`config.mk`:
```
export PLATFORM = sky130hd
export DESIGN_NAME = sat_xdiv
export DESIGN_NICKNAME = d
export VERILOG_FILES = /design/src/rtl/sat_xdiv_pkg.sv /design/src/rtl/xdiv_prep.sv /design/src/rtl/xdiv_core.sv /design/src/rtl/xdiv_sat.sv /design/src/rtl/sat_xdiv.sv
export SDC_FILE = /design/constraint.sdc
export NUM_CORES = 1
export LEC_CHECK = 0
export BUFFER_PORTS_ARGS = -buffer_cell sky130_fd_sc_hd__buf_2
export CAP_MARGIN = 20
export CORE_ASPECT_RATIO = 0.7
export CORE_MARGIN = 2
export CORE_UTILIZATION = 40
export DETAILED_ROUTE_END_ITERATION = 10
export HOLD_SLACK_MARGIN = 0.12
export MAX_ROUTING_LAYER = met4
export PLACE_DENSITY = 0.67
export SLEW_MARGIN = 10
export SYNTH_ARGS = -nofsm -noshare
export SYNTH_HDL_FRONTEND = slang
export SYNTH_SLANG_ARGS = --single-unit
```
`constraint.sdc`:
```
create_clock -name clk -period 5.03 [get_ports clk]
set_clock_uncertainty 0.2 [all_clocks]
set_input_delay 0.503 -clock clk [delete_from_list [all_inputs] [get_ports clk]]
set_output_delay 0.503 -clock clk [all_outputs]
set_load 0.005 [all_outputs]
```
`src/rtl/sat_xdiv_pkg.sv`:
```
`timescale 1ns/1ps
package sat_xdiv_pkg;
   typedef enum logic [1:0] {
      ST_IDLE = 2'd0,
      ST_RUN  = 2'd1,
      ST_FIX  = 2'd2
   } xdiv_state_e;
endpackage

```
`src/rtl/xdiv_prep.sv`:
```
`timescale 1ns/1ps
module xdiv_prep #(
   parameter int WORD_W = 32,
   parameter int IMM_W  = 13,
   localparam int DVD_W = 2 * WORD_W
) (
   input  logic              signed_i,
   input  logic              imm_sel_i,
   input  logic [WORD_W-1:0] hiword_i,
   input  logic [WORD_W-1:0] opa_i,
   input  logic [WORD_W-1:0] opb_i,
   input  logic [IMM_W-1:0]  imm_i,
   output logic [DVD_W-1:0]  dvd_mag_o,
   output logic [WORD_W-1:0] dvs_mag_o,
   output logic              neg_o,
   output logic              zero_o
);
   logic [DVD_W-1:0]  dvd_raw;
   logic [WORD_W-1:0] dvs_raw;
   logic              dvd_neg, dvs_neg;

   // extended dividend and divisor selection
   assign dvd_raw = {hiword_i, opa_i};
   assign dvs_raw = imm_sel_i ? {{(WORD_W-IMM_W){imm_i[IMM_W-1]}}, imm_i} : opb_i;

   assign dvd_neg = signed_i & dvd_raw[DVD_W-1];
   assign dvs_neg = signed_i & dvs_raw[WORD_W-1];

   assign dvd_mag_o = dvd_neg ? -dvd_raw : dvd_raw;
   assign dvs_mag_o = dvs_neg ? -dvs_raw : dvs_raw;
   assign neg_o     = dvd_neg ^ dvs_neg;
   assign zero_o    = (dvs_raw == '0);
endmodule

```
`src/rtl/xdiv_core.sv`:
```
`timescale 1ns/1ps
module xdiv_core #(
   parameter int DVD_W        = 64,
   parameter int DVS_W        = 32,
   parameter bit NONRESTORING = 1'b0
) (
   input  logic             clk,
   input  logic             rst_n,
   input  logic             load_i,
   input  logic             step_i,
   input  logic [DVD_W-1:0] dvd_i,
   input  logic [DVS_W-1:0] dvs_i,
   output logic [DVD_W-1:0] quo_o
);
   logic [DVD_W-1:0] quo_q;
   logic [DVS_W-1:0] dvs_q;
   logic             qbit;

   always_ff @(posedge clk or negedge rst_n) begin
      if (!rst_n) begin
         quo_q <= '0;
         dvs_q <= '0;
      end else if (load_i) begin
         quo_q <= dvd_i;
         dvs_q <= dvs_i;
      end else if (step_i) begin
         quo_q <= {quo_q[DVD_W-2:0], qbit};
      end
   end

   generate
      if (!NONRESTORING) begin : g_restoring
         logic [DVS_W-1:0] rem_q;
         logic [DVS_W:0]   shl, dif;
         assign shl  = {rem_q, quo_q[DVD_W-1]};
         assign dif  = shl - {1'b0, dvs_q};
         assign qbit = ~dif[DVS_W];
         always_ff @(posedge clk or negedge rst_n) begin
            if (!rst_n)      rem_q <= '0;
            else if (load_i) rem_q <= '0;
            else if (step_i) rem_q <= dif[DVS_W] ? shl[DVS_W-1:0] : dif[DVS_W-1:0];
         end
         AST_REM_BOUND: assert property (@(posedge clk) disable iff (!rst_n)
            step_i |-> (rem_q < dvs_q));
      end else begin : g_nonrestoring
         logic [DVS_W+1:0] rem_q, shl, nxt;
         assign shl  = {rem_q[DVS_W:0], quo_q[DVD_W-1]};
         assign nxt  = rem_q[DVS_W+1] ? shl + {2'b00, dvs_q} : shl - {2'b00, dvs_q};
         assign qbit = ~nxt[DVS_W+1];
         always_ff @(posedge clk or negedge rst_n) begin
            if (!rst_n)      rem_q <= '0;
            else if (load_i) rem_q <= '0;
            else if (step_i) rem_q <= nxt;
         end
         AST_REM_BOUND: assert property (@(posedge clk) disable iff (!rst_n)
            step_i |-> (($signed(rem_q) < $signed({2'b00, dvs_q})) &&
                        ($signed(rem_q) >= -$signed({2'b00, dvs_q}))));
      end
   endgenerate

   assign quo_o = quo_q;
endmodule

```
`src/rtl/xdiv_sat.sv`:
```
`timescale 1ns/1ps
module xdiv_sat #(
   parameter int WORD_W = 32,
   localparam int DVD_W = 2 * WORD_W
) (
   input  logic             signed_i,
   input  logic             neg_i,
   input  logic [DVD_W-1:0] qmag_i,
   output logic [DVD_W-1:0] res_o,
   output logic             ovf_o
);
   logic [DVD_W-1:0] neg_lim;
   logic             u_ovf, p_ovf, n_ovf;

   assign neg_lim = DVD_W'(1) << (WORD_W-1);
   assign u_ovf   = |qmag_i[DVD_W-1:WORD_W];
   assign p_ovf   = |qmag_i[DVD_W-1:WORD_W-1];
   assign n_ovf   = qmag_i > neg_lim;

   always_comb begin
      if (!signed_i) begin
         ovf_o = u_ovf;
         res_o = u_ovf ? {{WORD_W{1'b0}}, {WORD_W{1'b1}}} : qmag_i;
      end else if (!neg_i) begin
         ovf_o = p_ovf;
         res_o = p_ovf ? {{(WORD_W+1){1'b0}}, {(WORD_W-1){1'b1}}} : qmag_i;
      end else begin
         ovf_o = n_ovf;
         res_o = n_ovf ? {{(WORD_W+1){1'b1}}, {(WORD_W-1){1'b0}}} : -qmag_i;
      end
   end
endmodule

```
`src/rtl/sat_xdiv.sv`:
```
`timescale 1ns/1ps
module sat_xdiv
   import sat_xdiv_pkg::*;
#(
   parameter int WORD_W       = 32,
   parameter int IMM_W        = 13,
   parameter bit NONRESTORING = 1'b0,
   localparam int DVD_W = 2 * WORD_W,
   localparam int CNT_W = $clog2(DVD_W)
) (
   input  logic              clk,
   input  logic              rst_n,
   input  logic              start_i,
   input  logic              signed_i,
   input  logic              imm_sel_i,
   input  logic [WORD_W-1:0] hiword_i,
   input  logic [WORD_W-1:0] opa_i,
   input  logic [WORD_W-1:0] opb_i,
   input  logic [IMM_W-1:0]  imm_i,
   output logic              busy_o,
   output logic              done_o,
   output logic [DVD_W-1:0]  quot_o,
   output logic              ovf_o,
   output logic              dz_o
);
   localparam logic [CNT_W-1:0] LAST = CNT_W'(DVD_W-1);

   generate
      if (WORD_W < 2) begin : g_bad_word
         $error("sat_xdiv: WORD_W must be at least 2");
      end
      if (IMM_W < 1 || IMM_W > WORD_W) begin : g_bad_imm
         $error("sat_xdiv: IMM_W must lie in 1..WORD_W");
      end
   endgenerate

   xdiv_state_e       state;
   logic [CNT_W-1:0]  cnt;
   logic              sgn_q, neg_q;
   logic [DVD_W-1:0]  p_dvd, c_quo, s_res;
   logic [WORD_W-1:0] p_dvs;
   logic              p_neg, p_zero, s_ovf;
   logic              accept;

   assign accept = start_i && (state == ST_IDLE);
   assign busy_o = (state != ST_IDLE);

   xdiv_prep #(.WORD_W(WORD_W), .IMM_W(IMM_W)) u_prep (
      .signed_i (signed_i),
      .imm_sel_i(imm_sel_i),
      .hiword_i (hiword_i),
      .opa_i    (opa_i),
      .opb_i    (opb_i),
      .imm_i    (imm_i),
      .dvd_mag_o(p_dvd),
      .dvs_mag_o(p_dvs),
      .neg_o    (p_neg),
      .zero_o   (p_zero)
   );

   xdiv_core #(.DVD_W(DVD_W), .DVS_W(WORD_W), .NONRESTORING(NONRESTORING)) u_core (
      .clk   (clk),
      .rst_n (rst_n),
      .load_i(accept && !p_zero),
      .step_i(state == ST_RUN),
      .dvd_i (p_dvd),
      .dvs_i (p_dvs),
      .quo_o (c_quo)
   );

   xdiv_sat #(.WORD_W(WORD_W)) u_sat (
      .signed_i(sgn_q),
      .neg_i   (neg_q),
      .qmag_i  (c_quo),
      .res_o   (s_res),
      .ovf_o   (s_ovf)
   );

   always_ff @(posedge clk or negedge rst_n) begin
      if (!rst_n) begin
         state  <= ST_IDLE;
         cnt    <= '0;
         sgn_q  <= 1'b0;
         neg_q  <= 1'b0;
         done_o <= 1'b0;
         quot_o <= '0;
         ovf_o  <= 1'b0;
         dz_o   <= 1'b0;
      end else begin
         done_o <= 1'b0;
         case (state)
            ST_IDLE: if (accept) begin
               sgn_q <= signed_i;
               neg_q <= p_neg;
               cnt   <= '0;
               if (p_zero) begin
                  done_o <= 1'b1;
                  dz_o   <= 1'b1;
                  ovf_o  <= 1'b0;
                  quot_o <= '0;
               end else begin
                  state <= ST_RUN;
               end
            end
            ST_RUN: begin
               if (cnt == LAST) state <= ST_FIX;
               else             cnt   <= cnt + 1'b1;
            end
            ST_FIX: begin
               quot_o <= s_res;
               ovf_o  <= s_ovf;
               dz_o   <= 1'b0;
               done_o <= 1'b1;
               state  <= ST_IDLE;
            end
            default: state <= ST_IDLE;
         endcase
      end
   end

   AST_DONE_NOT_BUSY: assert property (@(posedge clk) disable iff (!rst_n)
      busy_o |-> !done_o);
   AST_FAULT_WITH_DONE: assert property (@(posedge clk) disable iff (!rst_n)
      $rose(dz_o) |-> done_o);
   AST_UNS_UPPER_ZERO: assert property (@(posedge clk) disable iff (!rst_n)
      (done_o && !sgn_q) |-> (quot_o[DVD_W-1:WORD_W] == '0));
   AST_UNS_CLAMP: assert property (@(posedge clk) disable iff (!rst_n)
      (done_o && !sgn_q && ovf_o) |-> (quot_o == {{WORD_W{1'b0}}, {WORD_W{1'b1}}}));
   AST_SGN_EXTENDED: assert property (@(posedge clk) disable iff (!rst_n)
      (done_o && sgn_q && !dz_o) |->
         (($countones(quot_o[DVD_W-1:WORD_W-1]) == 0) ||
          ($countones(quot_o[DVD_W-1:WORD_W-1]) == WORD_W+1)));
endmodule

```
==> flow_summary.yaml <==
synthesis:
  ys_seq_area_frac: 0.386
  syn_inst: 1569
  yosys-top-cells-count: "dfrtp_1 (205), nand2_1 (176), o21ai_0 (164), a21oi_1 (131), nor2_1 (116)"
  synth_edf_count: 0
  synth_xor_area_frac: 0.0811
  synthMuxAreaShare: 0.0312
  ys_seq_elements: 205
  async_reset_ff_frac: 1.00
  synth_top_family_by_area: "compound AO/OA/AOI/OAI gates"
  yosysTopAreaCellShare: 0.386
  synth_nets: 1720
  yosysMostFrequentCell: "dfrtp_1"
  synthTopCellsByArea: "dfrtp_1 (39%), o21ai_0 (6.2%), nand2_1 (5.0%)"
  avgSynthCellArea_um2: 8.47
  synth_warnings: 0
  synthSimpleGateAreaFrac: 0.170
  ys.flop_type: "dfrtp_1"
  synth_area_leader_cell: "dfrtp_1"
  netlist_area_mm2: 0.0133
  synth-adder-area-share: 0.0354
  synth-compound-area-share: 0.251
  ys_types: 73
timing:
  hold_viol: 0
  period_share: 0.878
  layout_min_cycle_time_ns: 4.42
  final.setup.worst_slack_ns: 0.612
  worst_slew_pin_slew_ns: 1.14
  slew_headroom: 0.243
  setup_viol: 0
  rsz0062_at_grt: "no"
  final.setup.tns_ns: 0
  slew_viol_final: 0
  fmax_ghz: 0.226
place:
  finalWeightedCongestion: 0.942
  pre_cts_ws_ns: 0.732
  portBuffers: 181
  post-dp-hpwl_um: 28300
clock_tree:
  ctsResizeCount: 0
  cts.sinks: 205
  insertion_delay_ns: 0.51
  root_buffer: "clkbuf_16"
  h-tree-depth: 1
  cts_buffers: 23
  cts_tree: "yes"
  clk_pin_slew_ns: 0.06
  clockBufferDepth: 3
finish:
  fin_nets: 1862
  area_growth_pct: 16.1
  drive_gt1_frac: 0.152
grt:
  grt_usage: 0.226
  grt_pass1_vias: 11560
  grt_pass1_wl_um: 62300
  antenna_found_initial: 5
  grt_max_degree: 84
  grt_remaining_overflow: 0
route:
  drc: 0
  via_per_inst: 5.82
  drt_pass1_iterations: 6
  ant_nets: 0
  wl_per_cell_um: 18.0
  drt-total-wl_um: 38800
  first_iter_violations: 1288
  vias: 12563
die:
  start_util: 0.409
  die_area_mm2: 0.0347
  num_io_pins: 182
  placementRows: 55
  die_h_um: 156
  die_w_um: 222
  core_area_mm2: 0.0325
setup_path:
  cp_max_fo: 34
  r2r_setup_slack_ns: 0.61
  timing.rr.start: "u_core.quo_o[63]$_DFFE_PN0P_"
  cp.required_ns: 5.26
  end_kind: "register"
  reg2reg_to: "u_core.g_restoring.rem_q[0]$_DFFE_PN0P_"
  worstPathArrival_ns: 4.65
  crit_type: "reg -> reg"
  startpoint_type: "register"
  r2r_cells: 14
hold_path:
  hold_depth: 3
  min_from: "hiword_i[30]"
  hp-class: "in -> reg"
  hold_end: "u_core.quo_o[62]$_DFFE_PN0P_"
job:
  maxCapViolations: 0
pwr:
  peakVddDrop_uv: 446
  p_leak_uw: 0.00700
  power_density_mw_per_mm2: 583
run_status:
  outcome: "finished, final reports clean"
state kept, by name, summed over array words and instances (netlist names):
| signal | cells |
|---|---|
| quot_o | 64 |
| u_core.quo_o | 64 |
| u_core.dvs_q | 32 |
| u_core.g_restoring.rem_q | 32 |
| cnt | 6 |
| state | 2 |
| done_o | 1 |
| dz_o | 1 |
| neg_q | 1 |
| ovf_o | 1 |
| sgn_q | 1 |
critical path, stage by stage, from the launching register on:
cell       delay (ns)
dfrtp_1          0.39
inv_1            0.08
ha_1             0.15
inv_1            0.05
fa_1             0.44
a211oi_1         0.30
o21a_1           0.33
a211o_1          0.24
a2111oi_0        0.20
o211a_1          0.29
or4bb_1          0.53
nand3_2          0.08
buf_4            0.50
mux2_2           0.40
o21ai_0          0.13
metal layers:
layer,vias up,global-route usage,share of wire
li1,5957,-,-
met1,6051,0.331,0.48
met2,484,0.328,0.43
met3,71,0.0282,0.072
met4,0,0.0618,0.024
met5,-,-,0
what timing repair did:
| item | in CTS | in global routing |
|---|---|---|
| buffers inserted | 0 | 0 |
| hold buffers | 9 | 0 |
| hold endpoints to repair | 88 | 0 |
| endpoints found under the setup margin | 0 | 0 |
logic make-up after synthesis:
family	count (synthesis)
flip-flops	205
AO/OA/AOI/OAI	536
multiplexers	41
AND/OR/NAND/NOR	474
adder cells (fa/ha/maj)	37
XOR/XNOR	123
buffers and inverters	153
worst max-delay path by stage:
stage / to / cells after the start / slack (ns) / from
5_1_grt: u_core.g_restoring.rem_q[0]$_DFFE_PN0P_ / 14 / 0.35 / u_core.quo_o[63]$_DFFE_PN0P_
3_5_place_dp: u_core.g_restoring.rem_q[0]$_DFFE_PN0P_ / 14 / 0.73 / u_core.quo_o[63]$_DFFE_PN0P_
2_1_floorplan: u_core.g_restoring.rem_q[14]$_DFFE_PN0P_ / 16 / 0.49 / imm_sel_i
6_report: u_core.g_restoring.rem_q[0]$_DFFE_PN0P_ / 14 / 0.61 / u_core.quo_o[63]$_DFFE_PN0P_
4_1_cts: u_core.g_restoring.rem_q[0]$_DFFE_PN0P_ / 14 / 0.70 / u_core.quo_o[63]$_DFFE_PN0P_
3_3_place_gp: u_core.g_restoring.rem_q[0]$_DFFE_PN0P_ / 14 / 0.77 / u_core.quo_o[63]$_DFFE_PN0P_
final cells by class:
class / instances / area [µm²]
Clock inverter: 9 / 76.3
Multi-Input combinational cell: 1211 / 7610
Antenna cell: 4 / 10.0
Timing Repair Buffer: 212 / 1190
Tap cell: 427 / 534
Clock buffer: 31 / 646
Fill cell: 3200 / 17100
Sequential cell: 205 / 5130
Inverter: 58 / 218
metrics by stage:
stage / instance area [µm²] / power, µW / util / instances / hold WS, ns
5_1_grt: 15400 / 9710 / 0.475 / 2157 / 0.149
3_5_place_dp: 14600 / 7290 / 0.450 / 2104 / 0.258
2_1_floorplan: 13300 / 6140 / - / 1569 / 0.00741
6_report: 15400 / 8990 / 0.475 / 2157 / 0.142
4_1_cts: 15400 / 8960 / 0.475 / 2153 / 0.125
3_3_place_gp: 14600 / 7160 / 0.450 / 2104 / 0.254
layout by cell type, fill, tap and decap left out, drive strengths merged, types with 23 or more instances in the layout:
| cell type | netlist | routed |
|---|---|---|
| a21o | 54 | 54 |
| nor3 | 42 | 42 |
| a21oi | 132 | 132 |
| mux2i | 38 | 38 |
| xnor2 | 74 | 74 |
| ha | 36 | 36 |
| nand2 | 176 | 176 |
| clkbuf | 83 | 32 |
| nor2 | 117 | 117 |
| nor4 | 23 | 23 |
| buf | 12 | 202 |
| o21ai | 182 | 182 |
| a22oi | 42 | 42 |
| xor2 | 49 | 49 |
| dfrtp | 205 | 205 |
| nand3 | 23 | 23 |
| inv | 58 | 58 |
power by group:
group | leakage [µW] | total, µW | switching [µW] | internal [µW]
clock | 0.000359 | 1630 | 677 | 948
sequential | 0.00246 | 2840 | 600 | 2240
combinational | 0.00418 | 4530 | 2610 | 1920
total | 0.00700 | 8990 | 3880 | 5110
Note: power is estimated with default switching activity, not from simulation.
